### src/rtl/gia_pkg.sv
package gia_pkg;
  // Register word addresses; software depends on these.
  localparam int unsigned WADDR_SUM_LO = 0;
  localparam int unsigned WADDR_SUM_HI = 1;
  localparam int unsigned WADDR_MASTER = 2;

  // Parent line states.
  typedef enum logic [1:0] {
    LINE_IDLE = 2'd0,
    LINE_HELD = 2'd1,
    LINE_GAP  = 2'd2
  } line_state_t;
endpackage

### src/rtl/gia_group_reduce.sv
module gia_group_reduce #(
  parameter int unsigned NUM_PINS     = 184,
  parameter int unsigned PINS_PER_GRP = 4,
  parameter int unsigned NUM_GRPS     = (NUM_PINS + PINS_PER_GRP - 1) / PINS_PER_GRP
) (
  input  logic [NUM_PINS-1:0] pin_req,
  output logic [NUM_GRPS-1:0] summary
);
  localparam int unsigned PAD_W = NUM_GRPS * PINS_PER_GRP;

  logic [PAD_W-1:0] padded;
  assign padded = PAD_W'(pin_req);

  for (genvar g = 0; g < NUM_GRPS; g++) begin : g_grp
    assign summary[g] = |padded[g*PINS_PER_GRP +: PINS_PER_GRP];
  end
endmodule

### src/rtl/gia_status_view.sv
module gia_status_view
  import gia_pkg::*;
#(
  parameter int unsigned NUM_GRPS = 46,
  parameter int unsigned DATA_W   = 32,
  parameter int unsigned ADDR_W   = 2
) (
  input  logic [NUM_GRPS-1:0] summary,
  input  logic [ADDR_W-1:0]   reg_addr,
  output logic [DATA_W-1:0]   reg_rdata
);
  localparam int unsigned SUM_W = 2 * DATA_W;

  // Zero-extend the summary to two full words.
  function automatic logic [SUM_W-1:0] widen(input logic [NUM_GRPS-1:0] s);
    return SUM_W'(s);
  endfunction

  logic [SUM_W-1:0] sum_wide;
  assign sum_wide = widen(summary);

  always_comb begin
    case (int'(reg_addr))
      WADDR_SUM_LO: reg_rdata = sum_wide[DATA_W-1:0];
      WADDR_SUM_HI: reg_rdata = sum_wide[SUM_W-1:DATA_W];
      default:      reg_rdata = '0;  // master word and unused addresses read 0
    endcase
  end
endmodule

### src/rtl/gia_eoi_ctrl.sv
module gia_eoi_ctrl
  import gia_pkg::*;
(
  input  logic clk,
  input  logic rst_n,
  input  logic any_req,
  input  logic eoi_fire,
  output logic irq,
  output logic in_gap
);
  line_state_t state_q, state_d;

  always_comb begin
    state_d = state_q;
    case (state_q)
      LINE_IDLE: if (any_req)  state_d = LINE_HELD;
      LINE_HELD: if (eoi_fire) state_d = LINE_GAP;
      LINE_GAP:  state_d = any_req ? LINE_HELD : LINE_IDLE;
      default:   state_d = LINE_IDLE;
    endcase
  end

  always_ff @(posedge clk) begin
    if (!rst_n) state_q <= LINE_IDLE;
    else        state_q <= state_d;
  end

  assign irq    = (state_q == LINE_HELD);
  assign in_gap = (state_q == LINE_GAP);
endmodule

### src/rtl/gia_irq_aggregator.sv
module gia_irq_aggregator
  import gia_pkg::*;
#(
  parameter int unsigned NUM_PINS     = 184,
  parameter int unsigned PINS_PER_GRP = 4,
  parameter int unsigned DATA_W       = 32,
  parameter int unsigned ADDR_W       = 2,
  parameter int unsigned EOI_BIT      = 29
) (
  input  logic                clk,
  input  logic                rst_n,
  input  logic [NUM_PINS-1:0] pin_req,
  input  logic [ADDR_W-1:0]   reg_addr,
  input  logic                reg_wr,
  input  logic [DATA_W-1:0]   reg_wdata,
  output logic [DATA_W-1:0]   reg_rdata,
  output logic                irq_out
);
  localparam int unsigned NUM_GRPS = (NUM_PINS + PINS_PER_GRP - 1) / PINS_PER_GRP;

  logic [NUM_GRPS-1:0] summary;
  logic                any_req;
  logic                eoi_fire;
  logic                in_gap;
  logic                unused_wdata;

  gia_group_reduce #(
    .NUM_PINS(NUM_PINS), .PINS_PER_GRP(PINS_PER_GRP), .NUM_GRPS(NUM_GRPS)
  ) u_reduce (
    .pin_req(pin_req), .summary(summary)
  );

  gia_status_view #(
    .NUM_GRPS(NUM_GRPS), .DATA_W(DATA_W), .ADDR_W(ADDR_W)
  ) u_view (
    .summary(summary), .reg_addr(reg_addr), .reg_rdata(reg_rdata)
  );

  // Named internal events for the checker.
  assign any_req      = |summary;
  assign eoi_fire     = reg_wr && (int'(reg_addr) == WADDR_MASTER) && reg_wdata[EOI_BIT];
  assign unused_wdata = ^reg_wdata;

  gia_eoi_ctrl u_line (
    .clk(clk), .rst_n(rst_n), .any_req(any_req), .eoi_fire(eoi_fire),
    .irq(irq_out), .in_gap(in_gap)
  );
endmodule

### config.mk
export PLATFORM = sky130hd
export DESIGN_NAME = gia_irq_aggregator
export DESIGN_NICKNAME = d
export VERILOG_FILES = /design/src/rtl/gia_pkg.sv /design/src/rtl/gia_group_reduce.sv /design/src/rtl/gia_status_view.sv /design/src/rtl/gia_eoi_ctrl.sv /design/src/rtl/gia_irq_aggregator.sv
export SDC_FILE = /design/constraint.sdc
export NUM_CORES = 1
export LEC_CHECK = 0
export ABC_AREA = 1
export BUFFER_PORTS_ARGS = -buffer_cell sky130_fd_sc_hd__buf_2
export CAP_MARGIN = 15
export CORE_AREA = 2 2 98 100
export DETAILED_ROUTE_END_ITERATION = 8
export DIE_AREA = 0 0 100 102
export SLEW_MARGIN = 20
export SYNTH_ARGS = -nofsm -noshare
export SYNTH_HDL_FRONTEND = slang
export SYNTH_SLANG_ARGS = --single-unit
### constraint.sdc
create_clock -name clk -period 1.59 [get_ports clk]
set_clock_uncertainty 0.05 [all_clocks]
set_input_delay 0.2385 -clock clk [delete_from_list [all_inputs] [get_ports clk]]
set_output_delay 0.2385 -clock clk [all_outputs]
set_load 0.05 [all_outputs]
==> flow_summary_export.csv, run 1 <==
group,metric,value,unit
status,status,"completed",
clock_network,cts_hold_buf,0,
route,drc,0,
route,drt-pass1-iter-count,4,
route,ant_nets,0,
cells_and_area,largestRegisters,"u_line.state_q: 2 flops",
cells_and_area,syn_to_final_growth,133,%
floorplanning,io_pins,254,
power_and_ir_drop,p_per_area,396,nW/um^2
place,port_buffers,222,
floorplanning,start_util,11.6,%
cells_and_area,instances_no_fill,578,
clock_network,cts-buffers-inserted,3,
critical_path,worstSetupEndpointType,"output pin",
cells_and_area,final_cell_area,2460,sq um
yosys,yosysWarnings,0,
route,drt-initial-drc-count,36,
timing,worstMarginPinSlew,283,ps
clock_network,cts_resized,0,
clock_network,postCtsSetupBuffers,0,
critical_path,required,1300,ps
route,vias,2283,
cells_and_area,layout_common_cells,"buf_2, nor2_1, nand2_1",
timing,max_freq,673,MHz
clock_network,insertion_delay,210,ps
cells_and_area,top_register,"u_line.state_q",
cells_and_area,drive_gt1_share,50.5,%
cells_and_area,antenna_cells_inserted,0,
timing,relSlewSlack,81.2,%
critical_path,critPathMaxFanout,22,
floorplanning,dieArea,10200,sq um
timing,finalSetupViolCount,0,
yosys,ys_types,15,
critical_path,cpPeakStageDelay,280,ps
grt,grt_pass1_wl,9020,um
yosys,syn_inst,243,
place,hpwl,5670,um
place,post_dp_cell_area,2420,sq um
timing,timing.final.crit_share,93.4,%
timing,finalMaxSlewViolations,0,
place,dp.cells,575,
timing,rsz0062_at_grt,"no",
clock_network,cts_tree,"done",
min_path,hp-class,"input pin to register",
grt,antenna_found_initial,1,
critical_path,path_class,"input pin to output pin",
power_and_ir_drop,p_leak,1.39,nW
cells_and_area,nFillCells,1015,
critical_path,crit_top_cell,"buf_2",
yosys,syn_area,1060,sq um
grt,grtUsageTotal,11.1,%
yosys,syn_area_per_cell,4.36,sq um
clock_network,htree_levels,1,
floorplanning,row_count,35,
critical_path,worstPathArrival,1200,ps
clock_network,clkTransAtPathRegs,30,ps
cells_and_area,final_common_cell,"buf_2",
floorplanning,fp.dieH,102,um
clock_network,clock_sinks,2,
yosys,synth_top_area_share,44.7,%
floorplanning,core_area,9110,sq um
timing,finalHoldViolCount,0,
cells_and_area,largest_register_ff_count,2,
route,viasPerCell,3.95,
critical_path,cp_slowest_cell,"buf_2",
timing,period_minus_slack,1490,ps
grt,grt_overflow,0,
yosys,yosysTopAreaCell,"nor2_1",
critical_path,start_kind,"input pin",
place,place_congestion,0.779,
route,wl_per_cell,10.7,um
yosys,ys_ff_latch,2,
yosys,synth_nets,464,
clock_network,clockBufferDepth,2,
grt,grt_pass1_vias,2197,
power_and_ir_drop,power,975,uW
cells_and_area,nets,690,
clock_network,clockRootBuffer,"clkbuf_8",
floorplanning,die_w,100,um
yosys,synth_area_leaders,"nor2_1, nand2_1, a22o_1, a21oi_1, and2_1",
grt,grt_max_degree,23,
flow_run,maxCapViolCount,0,
critical_path,path_cells,"buf_2, nor2_1, inv_1, buf_12, o22ai_1, buf_2",
yosys,ys_seq_area_share,3.78,%
route,routed_wl,6180,um
power_and_ir_drop,ir_drop,150,uV
==> critical path, delay by kind of cell <==
family          cells  cell delay (ps)
compound gates      1              170
buf+inv             4              640
simple gates        1              140
==> Yosys cell counts, drive strengths merged <==
cell type	n
o21ai	1
o22ai	3
nand2	57
and2	12
buf	3
a22o	10
nand3	2
a21oi	11
dfxtp	2
nor4	1
clkbuf	1
nor2	126
inv	13
nand4	1
==> worst paths after layout <==
kind                     start                end  slack, ps  cells after the start
max                reg_addr[1]      reg_rdata[13]        100                      6
min                      rst_n  u_line.state_q[0]        230                      3
min reg2reg  u_line.state_q[1]  u_line.state_q[1]        380                      1
max reg2reg  u_line.state_q[0]  u_line.state_q[1]        800                      2
==> area by class of cell <==
class	instances	area, sq um	area share, %
Clock buffer	3	41.3	1.68
Sequential cell	2	40.0	1.63
Tap cell	111	139	5.64
Multi-Input combinational cell	224	986	40.1
Inverter	13	48.8	1.98
Timing Repair Buffer	225	1210	49.0
==> logic make-up after synthesis <==
kind of cell / Yosys count / synth area share [%]
compound gates: 25 / 15.7
simple gates: 199 / 74.1
buf+inv: 17 / 6.38
flops: 2 / 3.78
==> metrics by stage <==
stage,util (%),setup WS [ps],TNS [ps],hold slack [ps]
final,27.0,105,0,231
after global routing,27.0,53.8,0,247
after CTS,27.0,90.2,0,226
after detailed placement,26.6,101,0,380
after global placement,26.6,109,0,357
after floorplan,-,-90.9,-453,327
==> power by group <==
part	total [mW]	switching [mW]	internal, mW
Clock	0.200	0.0403	0.160
Sequential	0.0573	0.00217	0.0552
Combinational	0.717	0.414	0.303
Total	0.975	0.457	0.518
==> layer usage <==
metal  track usage, %  routed length, um  vias to the layer above
met4             1.90                 36                        2
li1                 -                  -                     1207
met2             23.4               3260                      142
met3             2.53                635                        6
met1             11.0               2230                      926
met5                0                 13                        -
Note: power is estimated with default switching activity, not from simulation.
==> run 2: changes to the inputs <==
Settings changed: BUFFER_PORTS_ARGS -buffer_cell sky130_fd_sc_hd__buf_2 to not set, DONT_BUFFER_PORTS set to 1, SLEW_MARGIN 20 to 30, SYNTH_HIERARCHICAL set to 1.
==> flow_summary_export.csv, run 2 <==
group,metric,value,unit
status,status,"completed",
timing,final.setup.tns,0,ps
yosys,syn_area,1220,sq um
yosys,syn_inst,278,
place,hpwl,5020,um
cells_and_area,drive_gt1_share,14.8,%
cells_and_area,instances_no_fill,416,
power_and_ir_drop,clkPwrFrac,24.4,%
clock_network,clockBufferDepth,2,
cells_and_area,nets,528,
floorplanning,dieArea,10200,sq um
critical_path,start_kind,"input pin",
place,dp.cells,413,
critical_path,required,1300,ps
clock_network,insertion_delay,200,ps
clock_network,postCtsSetupBuffers,0,
power_and_ir_drop,power,790,uW
cells_and_area,largestRegisters,"u_line/state_q: 2 flops",
timing,finalMaxSlewViolations,0,
power_and_ir_drop,p_sw,390,uW
critical_path,critPathMaxFanout,14,
clock_network,cts_resized,0,
cells_and_area,syn_to_final_growth,41.1,%
route,routed_wl,5460,um
grt,antenna_found_initial,0,
grt,grtUsageTotal,9.58,%
floorplanning,core_area,9110,sq um
place,place_congestion,0.754,
power_and_ir_drop,power_frac_seq,6.9,%
cells_and_area,final_common_cell,"nor2_1",
clock_network,clockRootBuffer,"clkbuf_8",
power_and_ir_drop,combPwrFrac,68.7,%
cells_and_area,layout_common_cells,"nor2_1, nand2_1, inv_1",
critical_path,r2r_cells,2,
power_and_ir_drop,p_leak,0.859,nW
power_and_ir_drop,p_int,400,uW
route,drt-initial-drc-count,61,
min_path,hp-class,"input pin to register",
timing,relSlewSlack,68.7,%
cells_and_area,largest_register_ff_count,2,
timing,timing.final.crit_share,82.9,%
floorplanning,fp.dieH,102,um
floorplanning,io_pins,254,
timing,max_freq,758,MHz
floorplanning,die_w,100,um
power_and_ir_drop,ir_drop,254,uV
route,drc,0,
floorplanning,start_util,13.4,%
yosys,syn_area_per_cell,4.41,sq um
timing,finalHoldViolCount,0,
critical_path,path_class,"input pin to output pin",
timing,period_minus_slack,1320,ps
route,vias,1722,
floorplanning,row_count,35,
grt,grt_overflow,0,
cells_and_area,top_register,"u_line/state_q",
cells_and_area,antenna_cells_inserted,0,
yosys,synth_nets,499,
clock_network,htree_levels,1,
min_path,min_path_cells,2,
timing,worstMarginPinSlew,469,ps
grt,grt_pass1_wl,7380,um
clock_network,cts-buffers-inserted,3,
clock_network,cts_tree,"done",
clock_network,clock_sinks,2,
power_and_ir_drop,p_per_area,457,nW/um^2
timing,hold_slack,148,ps
grt,grt_pass1_vias,1503,
route,viasPerCell,4.14,
route,wl_per_cell,13.1,um
critical_path,worstSetupEndpointType,"output pin",
route,ant_nets,0,
timing,finalSetupViolCount,0,
critical_path,worstPathArrival,1030,ps
route,drt-pass1-iter-count,4,
critical_path,r2r_slack,920,ps
grt,grt_max_degree,19,
timing,rsz0062_at_grt,"no",
power_and_ir_drop,switching_share,49.4,%
flow_run,maxCapViolCount,0,
clock_network,cts_hold_buf,0,
clock_network,clkTransAtPathRegs,30,ps
place,port_buffers,0,
yosys,yosysWarnings,6,
run 2: layout make-up:
type	instances	area [sq um]
Fill cell	1059	7380
Multi-Input combinational cell	247	1050
Timing Repair Buffer	28	360
Tap cell	111	139
Inverter	25	96.3
Clock buffer	3	41.3
Sequential cell	2	40.0
run 2: power groups by stage:
| stage | Clock [mW] | Sequential [mW] | Combinational (mW) |
|---|---|---|---|
| 3_3_place_gp | 0 | 0.0553 | 0.545 |
| 2_1_floorplan | 0 | 0.0548 | 0.377 |
| 5_1_grt | 0.207 | 0.0551 | 0.580 |
| 4_1_cts | 0.195 | 0.0547 | 0.549 |
| 3_5_place_dp | 0 | 0.0552 | 0.548 |
| 6_report | 0.193 | 0.0547 | 0.543 |
run 2: worst max-delay path, cell delays in order:
cell and delay [ps]:
inv_1 330, nand3_1 160, nand2_1 150, buf_12 140
run 2: routing by layer:
| metal | global-route usage [%] | up-vias | share of wire (%) |
|---|---|---|---|
| li1 | - | 883 | - |
| met1 | 11.3 | 704 | 39 |
| met2 | 19.0 | 135 | 52 |
| met3 | 1.23 | 0 | 9.0 |
| met4 | 0.948 | 0 | 0 |
| met5 | 0 | - | 0 |
run 2: worst paths after layout:
| path | from | to |
|---|---|---|
| setup reg to reg | u_line/state_q[0] | u_line/state_q[0] |
| hold / removal | rst_n | u_line/state_q[0] |
| hold reg to reg | u_line/state_q[0] | u_line/state_q[1] |
| setup / recovery | reg_addr[1] | reg_rdata[8] |
run 2: stage by stage:
step | area (sq um) | util [%] | setup WS, ps
4_1_cts | 1730 | 19.0 | 272
5_1_grt | 1730 | 19.0 | 194
3_5_place_dp | 1690 | 18.5 | 187
2_1_floorplan | 1220 | - | 177
6_report | 1730 | 19.0 | 271
3_3_place_gp | 1690 | 18.5 | 202
==> run 3: changes to the inputs <==
Clock period 1.59 ns to 1.35 ns, I/O delays scaled along.
==> flow_summary_export.csv, run 3 (synthesis gave the netlist of run 2 again) <==
group,metric,value,unit
place,hpwl,5120,um
critical_path,worstSetupEndpointType,"output pin",
route,dr_wl_met3,408,um
grt,grt_pass1_wl,7560,um
cells_and_area,largestRegisters,"u_line/state_q: 2 flops",
power_and_ir_drop,p_int,558,uW
cells_and_area,layout_common_cells,"nor2_1, nand2_1, buf_12",
route,drt-initial-drc-count,41,
power_and_ir_drop,p_sw,484,uW
clock_network,clockRootBuffer,"clkbuf_8",
clock_network,cts_tree,"done",
route,routed.top_layer,"met3",
floorplanning,row_count,35,
power_and_ir_drop,switching_share,46.5,%
route,wl_met2,2980,um
cells_and_area,top_register,"u_line/state_q",
route,wl_per_cell,13.2,um
power_and_ir_drop,ir_drop,167,uV
grt,grtUsageTotal,9.88,%
critical_path,r2r_cells,2,
power_and_ir_drop,power_frac_seq,6.2,%
clock_network,htree_levels,1,
cells_and_area,syn_to_final_growth,60.3,%
power_and_ir_drop,combPwrFrac,71.3,%
power_and_ir_drop,p_per_area,531,nW/um^2
floorplanning,fp.dieH,102,um
timing,period_minus_slack,1220,ps
grt,grt_pass1_vias,1531,
place,place_congestion,0.743,
clock_network,clock_sinks,2,
critical_path,cp.depth,2,
critical_path,path_class,"register to output pin",
place,pre_cts_slack,-10.4,ps
critical_path,cpPeakStageDelay,340,ps
floorplanning,io_pins,254,
clock_network,clockBufferDepth,2,
critical_path,path_cells,"nand2_1, inv_1",
clock_network,cts-buffers-inserted,3,
route,drc,0,
critical_path,critPathMaxFanout,3,
cells_and_area,largest_register_ff_count,2,
power_and_ir_drop,p_leak,0.954,nW
critical_path,r2r-start,"u_line/state_q[0]",
critical_path,r2r_slack,650,ps
floorplanning,start_util,13.4,%
floorplanning,die_w,100,um
clock_network,cts_resized,0,
clock_network,clkTransAtPathRegs,30,ps
route,routed_wl,5620,um
power_and_ir_drop,clkPwrFrac,22.5,%
cells_and_area,antenna_cells_inserted,0,
timing,finalWorstSetupSlack,129,ps
route,vias,1752,
route,ant_nets,0,
clock_network,cts_hold_buf,0,
grt,antenna_found_initial,0,
critical_path,crit_family,"flip-flops",
cells_and_area,final_common_cell,"nor2_1",
critical_path,crit_end,"irq_out",
timing,timing.final.crit_share,90.4,%
route,drt-pass1-iter-count,4,
timing,finalMaxSlewViolations,0,
critical_path,cp_slowest_cell,"dfxtp_1",
flow_run,maxCapViolCount,0,
critical_path,crit_buf_inv,1,
cells_and_area,drive_gt1_share,16.9,%
min_path,hp-class,"input pin to register",
critical_path,worstPathArrival,970,ps
critical_path,start_kind,"register",
clock_network,insertion_delay,210,ps
grt,grt_max_degree,19,
timing,hold_slack,116,ps
cells_and_area,nets,536,
floorplanning,core_area,9110,sq um
min_path,hold_path_startpoint,"rst_n",
floorplanning,dieArea,10200,sq um
timing,worstMarginPinSlew,415,ps
status,status,"completed",
timing,max_freq,819,MHz
place,port_buffers,0,
critical_path,reg2reg_to,"u_line/state_q[1]",
timing,finalHoldViolCount,0,
timing,rsz0062_at_grt,"no",
critical_path,startpoint,"u_line/state_q[0]",
grt,grt_overflow,0,
route,wl_met1,2230,um
timing,finalSetupViolCount,0,
clock_network,postCtsSetupBuffers,0,
route,viasPerCell,4.13,
timing,relSlewSlack,72.3,%
critical_path,required,1100,ps
==> run 3: cell type report <==
class / count / area [sq um]
Timing Repair Buffer: 36 / 596
Sequential cell: 2 / 40.0
Clock buffer: 3 / 41.3
Tap cell: 111 / 139
Inverter: 25 / 96.3
Multi-Input combinational cell: 247 / 1050
Fill cell: 1040 / 7150
==> run 3: how the worst min path moves through the flow <==
stage | end | slack [ps] | cells past startpoint
floorplan | u_line/state_q[0] | 310 | 2
global placement | u_line/state_q[0] | 320 | 2
detailed placement | u_line/state_q[0] | 330 | 2
CTS | u_line/state_q[0] | 100 | 2
global route | u_line/state_q[0] | 110 | 2
finish | u_line/state_q[0] | 120 | 2
==> run 3: metal layers <==
metal / up-vias / global-route usage [%]
li1: 899 / -
met2: 129 / 19.6
met1: 724 / 11.7
met3: 0 / 0.684
met5: - / 0
met4: 0 / 1.58
==> run 3: worst register-to-register path: cells and delay by family (launching register included) <==
family           cells  cell delay [ps]
AND/OR/NAND/NOR      2              220
flip-flops           1              340
==> run 3: power groups by stage <==
stage	clock network, mW	registers [mW]	logic [mW]
6_report	0.235	0.0645	0.743
5_1_grt	0.246	0.0649	0.789
4_1_cts	0.240	0.0644	0.753
3_5_place_dp	0	0.0651	0.752
3_3_place_gp	0	0.0651	0.748
2_1_floorplan	0	0.0646	0.444
==> run 3: per-stage QoR <==
step                      power [mW]  instance area (sq um)  utilization [%]  instances  TNS (ps)
after floorplan                0.508                   1220                -        278         0
after global placement         0.814                   1920             21.1        421     -5.12
after detailed placement       0.817                   1920             21.1        421     -10.4
after CTS                       1.06                   1960             21.6        424         0
after global routing            1.10                   1960             21.6        424         0
final                           1.04                   1960             21.6        424         0
